**src/rtl/wdog_pkg.sv**
```systemverilog
package wdog_pkg;
    typedef enum logic [1:0] {
        WD_OFF      = 2'd0,
        WD_RUN      = 2'd1,
        WD_UNLOCKED = 2'd2
    } wd_state_e;

    localparam int SEL_W   = 3;
    localparam int CTRL_W  = SEL_W + 2;
    localparam int EN_BIT  = SEL_W;
    localparam int CHG_BIT = SEL_W + 1;
endpackage

```
**src/rtl/wdog_ctrl.sv**
```systemverilog
module wdog_ctrl
    import wdog_pkg::*;
#(
    parameter int WIN_CYCLES = 4
) (
    input  logic              clk,
    input  logic              rst_n,
    input  logic              wr_en,
    input  logic [CTRL_W-1:0] wr_data,
    input  logic              safety_lock,
    output logic              enabled,
    output logic              window_open,
    output logic [SEL_W-1:0]  sel
);
    localparam int WIN_W = $clog2(WIN_CYCLES + 1);

    wd_state_e              state_q, state_n;
    logic [WIN_W-1:0]       win_q, win_n;
    logic [SEL_W-1:0]       sel_q, sel_n;
    logic                   w_en, w_chg;
    logic [SEL_W-1:0]       w_sel;

    assign w_en  = wr_data[EN_BIT];
    assign w_chg = wr_data[CHG_BIT];
    assign w_sel = wr_data[SEL_W-1:0];

    always_ff @(posedge clk) begin
        if (!rst_n) begin
            state_q <= WD_OFF;
            win_q   <= '0;
            sel_q   <= '0;
        end else begin
            state_q <= state_n;
            win_q   <= win_n;
            sel_q   <= sel_n;
        end
    end

    always_comb begin
        state_n = state_q;
        win_n   = win_q;
        sel_n   = sel_q;
        unique case (state_q)
            WD_OFF: begin
                if (wr_en) begin
                    sel_n = w_sel;
                    if (w_en) begin
                        state_n = w_chg ? WD_UNLOCKED : WD_RUN;
                        win_n   = WIN_W'(WIN_CYCLES);
                    end
                end
            end
            WD_RUN: begin
                if (wr_en && w_chg && w_en) begin
                    state_n = WD_UNLOCKED;
                    win_n   = WIN_W'(WIN_CYCLES);
                end
            end
            WD_UNLOCKED: begin
                if (wr_en) begin
                    sel_n = w_sel;
                    if (!w_en && !safety_lock) begin
                        state_n = WD_OFF;
                    end else if (w_chg && w_en) begin
                        state_n = WD_UNLOCKED;
                        win_n   = WIN_W'(WIN_CYCLES);
                    end else begin
                        state_n = WD_RUN;
                    end
                end else if (win_q <= WIN_W'(1)) begin
                    state_n = WD_RUN;
                end else begin
                    win_n = win_q - WIN_W'(1);
                end
            end
            default: state_n = WD_OFF;
        endcase
    end

    always_comb begin
        enabled     = (state_q != WD_OFF);
        window_open = (state_q == WD_UNLOCKED);
        sel         = sel_q;
    end


    disarm_only_unlocked_chk: assert property (@(posedge clk) disable iff (!rst_n)
        $fell(enabled) |-> $past(state_q == WD_UNLOCKED));


    lock_holds_enable_chk: assert property (@(posedge clk) disable iff (!rst_n)
        (safety_lock && enabled) |=> enabled);


    window_expiry_chk: assert property (@(posedge clk) disable iff (!rst_n)
        (state_q == WD_UNLOCKED && !wr_en && win_q == WIN_W'(1)) |=> state_q == WD_RUN);


    sel_guard_chk: assert property (@(posedge clk) disable iff (!rst_n)
        (state_q == WD_RUN) |=> $stable(sel_q));
endmodule

```
**src/rtl/wdog_count.sv**
```systemverilog
module wdog_count
    import wdog_pkg::*;
#(
    parameter int BASE_TICKS = 16384
) (
    input  logic             clk,
    input  logic             rst_n,
    input  logic             enabled,
    input  logic             osc_tick,
    input  logic             kick,
    input  logic [SEL_W-1:0] sel,
    output logic             expire
);
    localparam int MAX_SHIFT = (1 << SEL_W) - 1;
    localparam int CNT_W     = $clog2(BASE_TICKS) + MAX_SHIFT + 1;

    logic [CNT_W-1:0] cnt_q;
    logic [CNT_W-1:0] limit_m1;

    assign limit_m1 = (CNT_W'(BASE_TICKS) << sel) - CNT_W'(1);

    always_ff @(posedge clk) begin
        if (!rst_n) begin
            cnt_q  <= '0;
            expire <= 1'b0;
        end else begin
            expire <= 1'b0;
            if (!enabled || kick) begin
                cnt_q <= '0;
            end else if (osc_tick) begin
                if (cnt_q >= limit_m1) begin
                    cnt_q  <= '0;
                    expire <= 1'b1;
                end else begin
                    cnt_q <= cnt_q + CNT_W'(1);
                end
            end
        end
    end


    single_pulse_chk: assert property (@(posedge clk) disable iff (!rst_n)
        expire |=> !expire);


    kick_clears_chk: assert property (@(posedge clk) disable iff (!rst_n)
        (enabled && kick) |=> cnt_q == '0);


    tick_gate_chk: assert property (@(posedge clk) disable iff (!rst_n)
        (enabled && !osc_tick && !kick) |=> $stable(cnt_q));


    start_at_zero_chk: assert property (@(posedge clk) disable iff (!rst_n)
        $rose(enabled) |-> cnt_q == '0);
endmodule

```
**src/rtl/wdog_guard.sv**
```systemverilog
module wdog_guard
    import wdog_pkg::*;
#(
    parameter int BASE_TICKS = 16384,
    parameter int WIN_CYCLES = 4
) (
    input  logic        clk,
    input  logic        rst_n,
    input  logic        osc_tick,
    input  logic        kick,
    input  logic        wr_en,
    input  logic [4:0]  wr_data,
    input  logic        safety_lock,
    output logic [4:0]  rd_data,
    output logic        wdt_reset
);
    logic             enabled;
    logic             window_open;
    logic [SEL_W-1:0] sel;

    wdog_ctrl #(.WIN_CYCLES(WIN_CYCLES)) u_ctrl (
        .clk         (clk),
        .rst_n       (rst_n),
        .wr_en       (wr_en),
        .wr_data     (wr_data),
        .safety_lock (safety_lock),
        .enabled     (enabled),
        .window_open (window_open),
        .sel         (sel)
    );

    wdog_count #(.BASE_TICKS(BASE_TICKS)) u_count (
        .clk      (clk),
        .rst_n    (rst_n),
        .enabled  (enabled),
        .osc_tick (osc_tick),
        .kick     (kick),
        .sel      (sel),
        .expire   (wdt_reset)
    );

    assign rd_data = {window_open, enabled, sel};


    reset_quiet_chk: assert property (@(posedge clk)
        !rst_n |=> (rd_data == 5'd0 && !wdt_reset));
endmodule

```
**config.mk**
```make
export PLATFORM = sky130hd
export DESIGN_NAME = wdog_guard
export DESIGN_NICKNAME = d
export VERILOG_FILES = /design/src/rtl/wdog_pkg.sv /design/src/rtl/wdog_ctrl.sv /design/src/rtl/wdog_count.sv /design/src/rtl/wdog_guard.sv
export SDC_FILE = /design/constraint.sdc
export NUM_CORES = 1
export LEC_CHECK = 0
export CAP_MARGIN = 0
export CORE_MARGIN = 2
export CORE_UTILIZATION = 30
export CTS_BUF_LIST = sky130_fd_sc_hd__clkbuf_16
export CTS_CLUSTER_DIAMETER = 50
export DETAILED_ROUTE_END_ITERATION = 8
export PLACE_DENSITY = 0.57
export SLEW_MARGIN = 5
export SYNTH_ARGS = -nofsm -noshare
export SYNTH_HDL_FRONTEND = slang
export SYNTH_SLANG_ARGS = --single-unit
```
**constraint.sdc**
```tcl
create_clock -name clk -period 2.98 [get_ports clk]
set_clock_uncertainty 0.15 [all_clocks]
set_input_delay 0.894 -clock clk [delete_from_list [all_inputs] [get_ports clk]]
set_output_delay 0.894 -clock clk [all_outputs]
set_load 0.01 [all_outputs]
```
== Word level (Yosys, flattened, before mapping) ==
Cells that the tools add are included.

* Flip-flop bits (word level): 31
* Latch bits: 0
* RAM bits: 0
* ROM bits: 0
* Input port bits: 11
* Output and inout bits: 6
* Logic and storage cells: 58
* Memories: 0

* $add $sub $neg: 3
* Multiply operators: 0
* Divide/modulo/power cells: 0
* Order comparisons: 2
* Equality and inequality tests: 9
* Shift-type cells: 1
* Multiplexer cells: 19
* Bitwise gates (word level): 2
* Reduce and logical (&&, ||, !) cells: 17

{| class="wikitable"
|+ Operators by type and width
! cell !! number
|-
| $add 22x1->22 const B || 1
|-
| $ge 22x22->1 || 1
|-
| $mux 22 || 1
|-
| $shl 15x3->22 const A || 1
|-
| $sub 22x2->22 const B || 1
|-
| $mux 3 || 7
|-
| $mux 2 || 8
|-
| $ne 3x3->1 const B || 4
|-
| $pmux 3 s3 || 1
|-
| $reduce_and 7->1 || 1
|-
| $pmux 2 s3 || 1
|-
| $logic_and 1x1->1 || 4
|-
| $ne 2x2->1 const B || 2
|-
| $reduce_and 4->1 || 1
|-
| $reduce_or 2->1 || 2
|-
| $le 3x1->1 const B || 1
|-
| $logic_not 1->1 || 3
|-
| $reduce_bool 3->1 || 1
|-
| $reduce_or 3->1 || 1
|-
| $sub 3x1->3 const B || 1
|-
| $eq 2x1->1 const B || 1
|-
| $eq 2x2->1 const B || 1
|-
| $logic_not 2->1 || 1
|-
| $ne 2x1->1 const B || 1
|-
| other kinds (5) || 6
|}

== Logic depth before layout (Yosys ltp) ==
Gate-level depths: netlist of the first run.

* Word-level depth: 5
* Depth in mapped cells: 8
* Gate-level depth less buffers: 7

== Modules after synthesis ==
From an unflattened synthesis of the first run, not the netlist that was laid out.

* Cell total of the unflattened synthesis: 209
* Area, all modules: 1,823.0 um^2

{| class="wikitable"
|+ Modules (own cells, without submodules)
! module !! times used !! cells each !! area each (um^2) !! sequential area each (um^2)
|-
| wdog_count || 1 || 154 || 1,342.5 || 460.4
|-
| wdog_ctrl || 1 || 53 || 465.4 || 160.2
|-
| wdog_guard || 1 || 2 || 15.0 || 0.0
|}

== Worst setup path after synthesis of the first run ==
No wires, ideal clock.

* Path kind: register -> register
* From: reg u_ctrl.sel_q[1], in the netlist u_ctrl.sel[1]
* To: reg u_count.cnt_q[0]
* Setup time: 0.121 ns
* Data arrival time: 2.024 ns
* Required time: 2.709 ns
* Slack: 0.686 ns
* Cell stages (with the launch flop): 7
* Buffers on the path: 0
* Period minus slack after synthesis: 2.294 ns
* Path through: dfxtp_1 -> nand3_1 -> ha_1 -> nand4_1 -> or4_1 -> o311a_1 -> mux2_2

* Longest elaborated chain between the ends: 4

{| class="wikitable"
|+ RTL lines
! element !! line !! text
|-
| from (decl) || wdog_ctrl.sv:19 || <nowiki>logic [SEL_W-1:0] sel_q, sel_n;</nowiki>
|-
| from (signal assigned) || wdog_ctrl.sv:35 || <nowiki>sel_q <= sel_n;</nowiki>
|-
| $shl 15x3->22 || wdog_count.sv:20 || <nowiki>assign limit_m1 = (CNT_W'(BASE_TICKS) << sel) - CNT_W'(1);</nowiki>
|-
| $sub 22x2->22 || wdog_count.sv:20 ||
|-
| $ge 22x22->1 || wdog_count.sv:31 || <nowiki>if (cnt_q >= limit_m1) begin</nowiki>
|-
| $mux 22 || wdog_count.sv:31 ||
|-
| to (signal assigned) || wdog_count.sv:35 || <nowiki>cnt_q <= cnt_q + CNT_W'(1);</nowiki>
|-
| to (decl) || wdog_count.sv:17 || <nowiki>logic [CNT_W-1:0] cnt_q;</nowiki>
|}

No other way between the ends.
A chain may end at the register's enable or synchronous reset.

== Worst setup path after layout of the first run ==
* From: reg u_ctrl.state_q[1]
* To: out rd_data[4]

* Longest elaborated chain between the ends: 1

{| class="wikitable"
|+ RTL lines
! element !! line !! text
|-
| from (decl) || wdog_ctrl.sv:17 || <nowiki>wd_state_e state_q, state_n;</nowiki>
|-
| from (signal assigned) || wdog_ctrl.sv:33 || <nowiki>state_q <= state_n;</nowiki>
|-
| $eq 2x2->1 || wdog_ctrl.sv:82 || <nowiki>window_open = (state_q == WD_UNLOCKED);</nowiki>
|-
| to (decl) || wdog_guard.sv:14 || <nowiki>output logic [4:0] rd_data,</nowiki>
|}

No other way between the ends.

==> metrics, run 1 <==
I/O pin count 17; post-synth design cell area 1700 µm²; Yosys top cell by area dfxtp_1; # port buffers 16; Resize count post-CTS 0; Final Hold Vio Count 0; Post-synth top flop dfxtp_1; PwrDens 471 nW/µm²; total of max-cap violations 0; Critical-path top delay cell clkdlybuf4s50_1; Clk Latency, worst-skew pair 0.28 ns; Int Power 0.766 mW; EDFF count, synth 0; Ant. Diodes 0; Sink Count 31; setup TNS 0 ns; asr flop ratio synth 0; simple-gate share of the synthesized area 0.315; Setup Buffers After CTS 0; critical path class reg -> out; final net count 246; critical path launch point type flop; Net Count, Synth 221; post-synth top area share 0.365; largest family of logic cells by synthesized area simple AND/OR/NAND/NOR gates; syn_area_per_cell 8.55 µm²; f_max 394 MHz; vias in the first global route 1,295; Remaining Overflow, GRT 0; Die X 79.3 µm; CTS tree built; Die H 79.3 µm; Worst EP required 1.94 ns; WHS 0.328 ns; period utilisation layout 0.851; net switching share of the total power 0.230; Netlist cell types 42; Worst-path clk slew 0.05 ns; Seq cells post-synth 31; via-per-instance ratio 4.68; Clock Power Share 0.492; Critical Path Sink Type output port; min-delay worst type reg -> reg; status completed; hold buffer count at cts 0; CP Buf/Inv Count 1; final setup fails 0; Synth Area in Adders 0.0868; first-pass detailed-route iteration total 4; Starting Density 0.309; top cells by area, synth dfxtp_1 (36%), ha_1 (8.1%), nor2_1 (6.2%); Die Footprint 6290 µm²; post-layout util 0.384; row cnt 27; htree depth 2; layout cells sized above 1 0.0889; largest net degree at the start of global routing 11; Logic pwr share 0.076; Max FO, Critical Path 6; min cycle time layout 2.54 ns; Fill cells 570; Syn Inst Count 199; clk root buf clkbuf_16; Iteration-0 DRC Markers 63; core area 5510 µm²; FF-to-FF path depth 6; worst path arrival time 1.49 ns; Synth Area in XOR/XNOR 0.0926; unrepaired setup endpoints after global routing false; Top delay family on crit path buffers and inverters; DP HPWL 2530 µm; slack of the worst reg-to-reg path 0.55 ns; switching pwr 0.229 mW; overall routing resource usage 0.120; Yosys warnings 0; Max Root-Sink Buffers 2; Worst path depth 2; GPL Wtd Cong 0.774; final wirelength 3320 µm; compound-gate portion of the synthesized area 0.0801; global-route wire length before repair 5820 µm; Final Max Tran Viols 0; mux share of post-synthesis cell area 0.0301; total CTS buffers 5; Flop pwr share 0.431; initial antenna violation count 0; cell chain of the critical path nor2b_1 > clkdlybuf4s50_1; Slowest Stage Delay on Critical Path 0.57 ns; Avg WL per Cell 11.2 µm; WHS Path Cells 2; Max VDD drop 0.190 mV; Pleak 0.784 nW; DR vias 1,390; Seq/Total Area, Yosys 0.365; Syn-to-layout area delta 24.1%; DRC 0; final antenna-violating net count 0
## cell usage after synthesis, types with 2 or more instances
| library cell | n |
|---|---|
| dfxtp_1 | 31 |
| a21oi_1 | 11 |
| xnor2_1 | 6 |
| nand3_1 | 10 |
| nand3b_1 | 4 |
| nor2_1 | 28 |
| buf_4 | 3 |
| nand2_1 | 21 |
| nor3_1 | 3 |
| and3_1 | 2 |
| o21ai_0 | 3 |
| ha_1 | 11 |
| and4_1 | 2 |
| xor2_1 | 12 |
| nand2b_1 | 3 |
| mux2i_1 | 4 |
| nand4_1 | 10 |
| nor2b_1 | 6 |
| inv_1 | 6 |
## worst paths after layout
path	start	end
hold / removal	u_ctrl.win_q[1]	u_ctrl.win_q[1]
setup / recovery	u_ctrl.state_q[1]	rd_data[4]
setup reg to reg	u_ctrl.sel[1]	u_count.cnt_q[0]
hold reg to reg	u_ctrl.win_q[1]	u_ctrl.win_q[1]
## cell usage in the layout (no fill, tap or decap), drive strengths merged, types with 3 or more instances in the layout
cell	Yosys	layout
nor2b	6	6
clkdlybuf4s50	0	16
nor2	28	28
nand4	11	11
dfxtp	31	31
mux2i	4	4
buf	3	6
o21ai	3	3
nand3	11	11
ha	11	11
nand2	21	21
a21oi	11	11
xnor2	6	6
clkbuf	1	5
xor2	12	12
nand3b	4	4
nor3	3	3
inv	6	7
nand2b	3	3
## through the flow
| stage | area, µm² | power [mW] | instances | setup WS, ns |
|---|---|---|---|---|
| after global routing | 2110 | 1.04 | 297 | 0.323 |
| after global placement | 1970 | 0.514 | 289 | 0.240 |
| final | 2110 | 0.995 | 297 | 0.444 |
| after floorplan | 1700 | 0.480 | 199 | 0.686 |
| after detailed placement | 1970 | 0.514 | 289 | 0.217 |
| after CTS | 2110 | 1.01 | 297 | 0.441 |
## logic make-up after synthesis
family                   after synthesis
AO/OA/AOI/OAI                         22
XOR/XNOR                              18
adder cells (fa/ha/maj)               12
buffers and inverters                 10
flip-flops                            31
multiplexers                           5
other                                  1
AND/OR/NAND/NOR                      100
## power by group through the flow
stage	Clock (mW)	Combinational (mW)	Sequential, mW
after floorplan	0	0.0429	0.437
after global placement	0	0.0763	0.438
after detailed placement	0	0.0766	0.437
after CTS	0.503	0.0770	0.429
after global routing	0.523	0.0856	0.430
final	0.490	0.0761	0.429
## registers in the layout, indices dropped and copies added, names as in the netlist
name / flops
u_ctrl.sel: 3
u_count.cnt_q: 22
u_ctrl.win_q: 3
u_count.expire: 1
u_ctrl.state_q: 2
## metal layers
layer,global-route usage,vias to the layer above,wire [µm]
met5,0,-,0
met4,0.0569,0,68
met3,0.0341,9,105
met2,0.181,18,1440
met1,0.156,616,1710
li1,-,747,-
## area by class of cell
class	count	area (µm²)	share of cell area
repair buffers	22	205	0.0972
clock inverters	3	16.3	0.00770
inverters	6	22.5	0.0107
clock buffers	5	125	0.0592
multi-input cells	158	1030	0.489
well taps	72	90.1	0.0427
flip-flops and latches	31	621	0.294
## worst min-delay path: cells and delay by family (launching register included)
kind          cells  cell delay (ns)
mux               1             0.06
simple gates      1             0.06
flops             1             0.32
Power figures use the tool's default switching activity.
==> inputs of run 2 (changes only) <==
--- a/config.mk
+++ b/config.mk
@@ -5,6 +5,7 @@
 export SDC_FILE = /design/constraint.sdc
 export NUM_CORES = 1
 export LEC_CHECK = 0
+export ABC_AREA = 1
 export CAP_MARGIN = 0
 export CORE_MARGIN = 2
 export CORE_UTILIZATION = 30
==> run 2 against run 1 <==
- utilization down 1.6 points
- die area up 12%
- sequential share of layout area down 2.5 points
- maximum frequency down 0.62%
- sequential power up 2%
- power up 11%
- design area up 9.1%
- non-clock buffer count down 4
- largest power group unchanged
- highest routed layer unchanged
==> metrics, run 2 <==
status completed; Die Footprint 7070 µm² (+12%); largest family of logic cells by synthesized area simple AND/OR/NAND/NOR gates; Yosys top cell by area dfxtp_1; WHS Path Cells 2 (unchanged); Starting Density 0.306 (-0.00266); f_max 392 MHz (-0.62%); Max Root-Sink Buffers 2 (unchanged); DR vias 1,684 (+21%); EDFF count, synth 0 (unchanged); Clk Latency, worst-skew pair 0.28 ns (about the same); via-per-instance ratio 4.46 (-4.8%); Die X 84.1 µm (+6.0%); mux share of post-synthesis cell area 0.00520 (-0.0249); largest net degree at the start of global routing 23 (+12); Seq/Total Area, Yosys 0.323 (-0.0420); DRC 0 (unchanged); Seq cells post-synth 31 (unchanged); Worst EP required 1.94 ns (about the same); I/O pin count 17 (unchanged); Resize count post-CTS 0 (unchanged); top cells by count, synth nand2_1 (64), inv_1 (37), nor2_1 (36); Avg WL per Cell 9.98 µm (-11%); final setup fails 0 (unchanged); Sink Count 31 (unchanged); FF-to-FF path depth 12 (+6); top cells by area, synth dfxtp_1 (32%), nand2_1 (12%), inv_1 (7.2%); Final Max Tran Viols 0 (unchanged); period utilisation layout 0.856 (+0.00528); simple-gate share of the synthesized area 0.394 (+0.0789); initial antenna violation count 0 (unchanged); global-route wire length before repair 6900 µm (+19%); most frequent cells in the layout nand2_1 (64), inv_1 (37), nor2_1 (36); DP HPWL 2870 µm (+14%); fin area 2300 µm² (+9.1%); htree depth 2 (unchanged); overall routing resource usage 0.121 (+0.00155); final antenna-violating net count 0 (unchanged); Synth Area in Adders 0.0716 (-0.0152); Iteration-0 DRC Markers 68 (+7.9%); final wirelength 3770 µm (+14%); post-synth design cell area 1920 µm² (+13%); Syn Inst Count 281 (+41%); final net count 322 (+31%); total CTS buffers 5 (unchanged); Critical Path Sink Type output port; GPL Wtd Cong 0.793 (+2.4%); Post-DP Area 2140 µm² (+8.6%); most frequent cell after synthesis nand2_1; Max FO, Critical Path 5 (-1); Final Hold Vio Count 0 (unchanged); Setup Buffers After CTS 0 (unchanged); setup TNS 0 ns (unchanged); # port buffers 16 (unchanged); asr flop ratio synth 0 (unchanged); first-pass detailed-route iteration total 4 (unchanged); Syn-to-layout area delta 19.8%; critical path class reg -> out; Pleak 0.922 nW (+18%); total of max-cap violations 0 (unchanged); Synth Area in XOR/XNOR 0.0455 (-0.0471); critical path launch point type flop; compound-gate portion of the synthesized area 0.0592 (-0.0209); Worst-path clk slew 0.05 ns (about the same); Fill cells 664 (+16%); min cycle time layout 2.55 ns (+0.0157 ns); vias in the first global route 1,561 (+21%); Net Count, Synth 303 (+37%); Biggest register u_count.cnt_q; min-delay worst type reg -> reg; leading cell type in the layout, fill and taps excluded nand2_1; Post-synth top flop dfxtp_1; Remaining Overflow, GRT 0 (unchanged); layout cells sized above 1 0.130 (+0.0407); Yosys warnings 0 (unchanged); core area 6280 µm² (+14%); syn_area_per_cell 6.84 µm² (-20%); max reg flops 22 (unchanged); post-synth top area share 0.323 (-0.0420); worst path arrival time 1.51 ns (+0.02 ns); Die H 84.1 µm (+6.0%); Netlist cell types 26 (-38%); Max VDD drop 0.242 mV (+27%); CTS tree built; unrepaired setup endpoints after global routing false; clk root buf clkbuf_16; PwrDens 479 nW/µm² (+1.8%); Ant. Diodes 0 (unchanged); row cnt 29 (+7.4%); hold buffer count at cts 0 (unchanged)
[run 2: logic make-up after synthesis]
logic type | after synthesis
multiplexers | 1
AND/OR/NAND/NOR | 163
other | 1
adder cells (fa/ha/maj) | 11
AO/OA/AOI/OAI | 21
flip-flops | 31
buffers and inverters | 43
XOR/XNOR | 10
[run 2: path summary, 6_finish.rpt]
path | from | slack [ns] | end
max | u_ctrl.state_q[1] | 0.43 | rd_data[4]
min | u_ctrl.win_q[2] | 0.32 | u_ctrl.win_q[2]
max reg2reg | u_ctrl.sel[1] | 0.82 | u_count.cnt_q[16]
min reg2reg | u_ctrl.win_q[2] | 0.32 | u_ctrl.win_q[2]
[run 2: report_power, final]
group	internal [mW]	total, mW	switching [mW]
Sequential	0.424	0.436	0.0115
Combinational	0.0453	0.0988	0.0536
Clock	0.389	0.570	0.181
Total	0.859	1.10	0.246
[run 2: layout make-up]
cell class / count / area [µm²] / area share
tap: 77 / 96.3 / 0.0418
clock buffer: 5 / 125 / 0.0543
clock inverter: 3 / 38.8 / 0.0168
multi-input combinational: 207 / 1110 / 0.482
sequential: 31 / 621 / 0.269
inverter: 37 / 139 / 0.0603
timing repair buffer: 18 / 175 / 0.0760
[run 2: per-layer routing]
layer | GRT usage | routed length (µm)
met1 | 0.150 | 1940
met3 | 0.0435 | 105
met5 | 0 | 0
met4 | 0.0440 | 57
met2 | 0.193 | 1670
[run 2: worst max-delay path: stages, from the launching register on]
cell             delay [ns]
dfxtp_1                0.37
inv_1                  0.11
nor2_1                 0.18
clkdlybuf4s50_1        0.57
[run 2: stage by stage]
step                hold WS, ns  setup WS (ns)  instances  power [mW]   util
floorplan                 0.289           1.02        281       0.509      -
global placement          0.307          0.451        370       0.544  0.341
detailed placement        0.312          0.431        370       0.544  0.341
CTS                       0.322          0.419        378        1.12  0.367
global route              0.360          0.295        378        1.15  0.367
finish                    0.318          0.428        378        1.10  0.367
==> inputs of run 3 (changes only) <==
--- a/config.mk
+++ b/config.mk
@@ -8,11 +8,11 @@
 export ABC_AREA = 1
 export CAP_MARGIN = 0
 export CORE_MARGIN = 2
-export CORE_UTILIZATION = 30
+export CORE_UTILIZATION = 55
 export CTS_BUF_LIST = sky130_fd_sc_hd__clkbuf_16
 export CTS_CLUSTER_DIAMETER = 50
 export DETAILED_ROUTE_END_ITERATION = 8
-export PLACE_DENSITY = 0.57
+export PLACE_DENSITY = 0.87
 export SLEW_MARGIN = 5
 export SYNTH_ARGS = -nofsm -noshare
 export SYNTH_HDL_FRONTEND = slang
==> run 3 against run 2 <==
- routed wire length increased by 1.8%
- worst hold slack improved by 0.012 ns
- final cell count decreased by 8.5%
- maximum frequency decreased by 0.36%
- clock-buffer cell count unchanged
- largest power group unchanged
==> metrics, run 3 (synthesis gave the netlist of run 2 again) <==
worst path arrival time 1.52 ns (about the same); setup TNS 0 ns (unchanged); post-layout util 0.678 (+0.310); Die X 63.1 µm (-25%); critical path launch point type flop; Worst EP required 1.94 ns (about the same); f_max 390 MHz (-0.36%); Ant. Diodes 0 (unchanged); Top delay family on crit path buffers and inverters; Setup Buffers After CTS 0 (unchanged); Max FO, Critical Path 5 (unchanged); Syn-to-layout area delta 17.6%; I/O pin count 17 (unchanged); via-per-instance ratio 4.99 (+12%); final setup fails 0 (unchanged); final net count 322 (unchanged); final antenna-violating net count 0 (unchanged); PwrDens 481 nW/µm² (+0.45%); min-delay src u_ctrl.win_q[2]; CTS tree built; max reg flops 22 (unchanged); CP Buf/Inv Count 2 (unchanged); Clk Latency, worst-skew pair 0.27 ns (about the same); unrepaired setup endpoints after global routing false; crit path from u_ctrl.state_q[1]; Max VDD drop 0.290 mV (+20%); FF/Latch Area 621 µm² (unchanged); min-delay worst type reg -> reg; most frequent cells in the layout nand2_1 (64), inv_1 (38), nor2_1 (36); min cycle time layout 2.56 ns (+0.00921 ns); Biggest register u_count.cnt_q; period utilisation layout 0.859 (+0.00309); hold buffer count at cts 0 (unchanged); Slowest Stage Delay on Critical Path 0.57 ns (about the same); leading cell type in the layout, fill and taps excluded nand2_1; Critical-path top delay cell clkdlybuf4s50_1; row cnt 21 (-28%); Remaining Overflow, GRT 0 (unchanged); status completed; global-route wire length before repair 6780 µm (-1.7%); Die H 63.1 µm (-25%); Fill cells 277 (-58%); Final Max Tran Viols 0 (unchanged); GPL Wtd Cong 0.850 (+7.2%); DR vias 1,727 (+2.6%); Avg WL per Cell 11.1 µm (+11%); Die Footprint 3990 µm² (-44%); Critical Path Sink Type output port; Starting Density 0.576 (+0.270); vias in the first global route 1,621 (+3.8%); clk root buf clkbuf_16; critical path class reg -> out; initial antenna violation count 0 (unchanged); layout cells sized above 1 0.127 (-0.00290); # port buffers 16 (unchanged); core area 3340 µm² (-47%); htree depth 2 (unchanged); total of max-cap violations 0 (unchanged); DP HPWL 2800 µm (-2.6%); total CTS buffers 5 (unchanged); Pleak 0.922 nW (about the same); reg2reg start u_ctrl.sel[2]; Iteration-0 DRC Markers 133 (+96%); final wirelength 3840 µm (+1.8%); area of the multi-input gates 1110 µm² (unchanged); first-pass detailed-route iteration total 5 (+1); overall routing resource usage 0.212 (+0.0909); DRC 0 (unchanged); Worst-path clk slew 0.05 ns (about the same); Final Hold Vio Count 0 (unchanged); cell chain of the critical path inv_1 > nor2_1 > clkdlybuf4s50_1; Max Root-Sink Buffers 2 (unchanged); Sink Count 31 (unchanged); Resize count post-CTS 0 (unchanged); largest net degree at the start of global routing 23 (unchanged)
[run 3: cell types whose count changed in the layout (fill, tap and decap cells not counted), sizes merged]
cell / before / now
clkinv: 2 / 0
inv: 37 / 38
[run 3: layout make-up]
type                            count  share of cell area
Timing Repair Buffer               18              0.0775
Multi-Input combinational cell    207               0.491
Tap cell                           46              0.0255
Clock buffer                        5              0.0553
Clock inverter                      2              0.0149
Sequential cell                    31               0.274
Inverter                           37              0.0614
[run 3: metrics by stage]
stage          power (mW)  cells  setup slack, ns  hold slack [ns]  instance area, µm²
5_1_grt              1.13    346            0.323            0.355                2260
3_3_place_gp        0.540    339            0.485            0.301                2100
4_1_cts              1.09    346            0.421            0.330                2260
2_1_floorplan       0.509    281             1.02            0.289                1920
3_5_place_dp        0.543    339            0.411            0.322                2100
6_report             1.09    346            0.419            0.330                2260
[run 3: path summary, 6_finish.rpt]
| kind | to | slack, ns | cells after the start |
|---|---|---|---|
| min reg2reg | u_ctrl.win_q[2] | 0.33 | 2 |
| max reg2reg | u_count.cnt_q[16] | 0.81 | 12 |
| min | u_ctrl.win_q[2] | 0.33 | 2 |
| max | rd_data[4] | 0.42 | 3 |
[run 3: where the power goes]
part	switching (mW)	leakage [nW]	total, mW	internal (mW)
Combinational	0.0536	0.589	0.0990	0.0454
Clock	0.168	0.0811	0.553	0.385
Sequential	0.0115	0.251	0.436	0.425
[run 3: layer usage]
metal | up-vias | share of wire | track usage
li1 | 921 | - | -
met1 | 761 | 0.46 | 0.262
met2 | 36 | 0.47 | 0.346
met3 | 9 | 0.051 | 0.0696
met4 | 0 | 0.019 | 0.0722
met5 | - | 0 | 0
[run 3: worst min-delay path, delay by kind of cell, from the launching register on]
kind	cells	cell delay [ns]
AOI/OAI and AO/OA	1	0.06
and+or+nand+nor	1	0.06
DFF	1	0.31
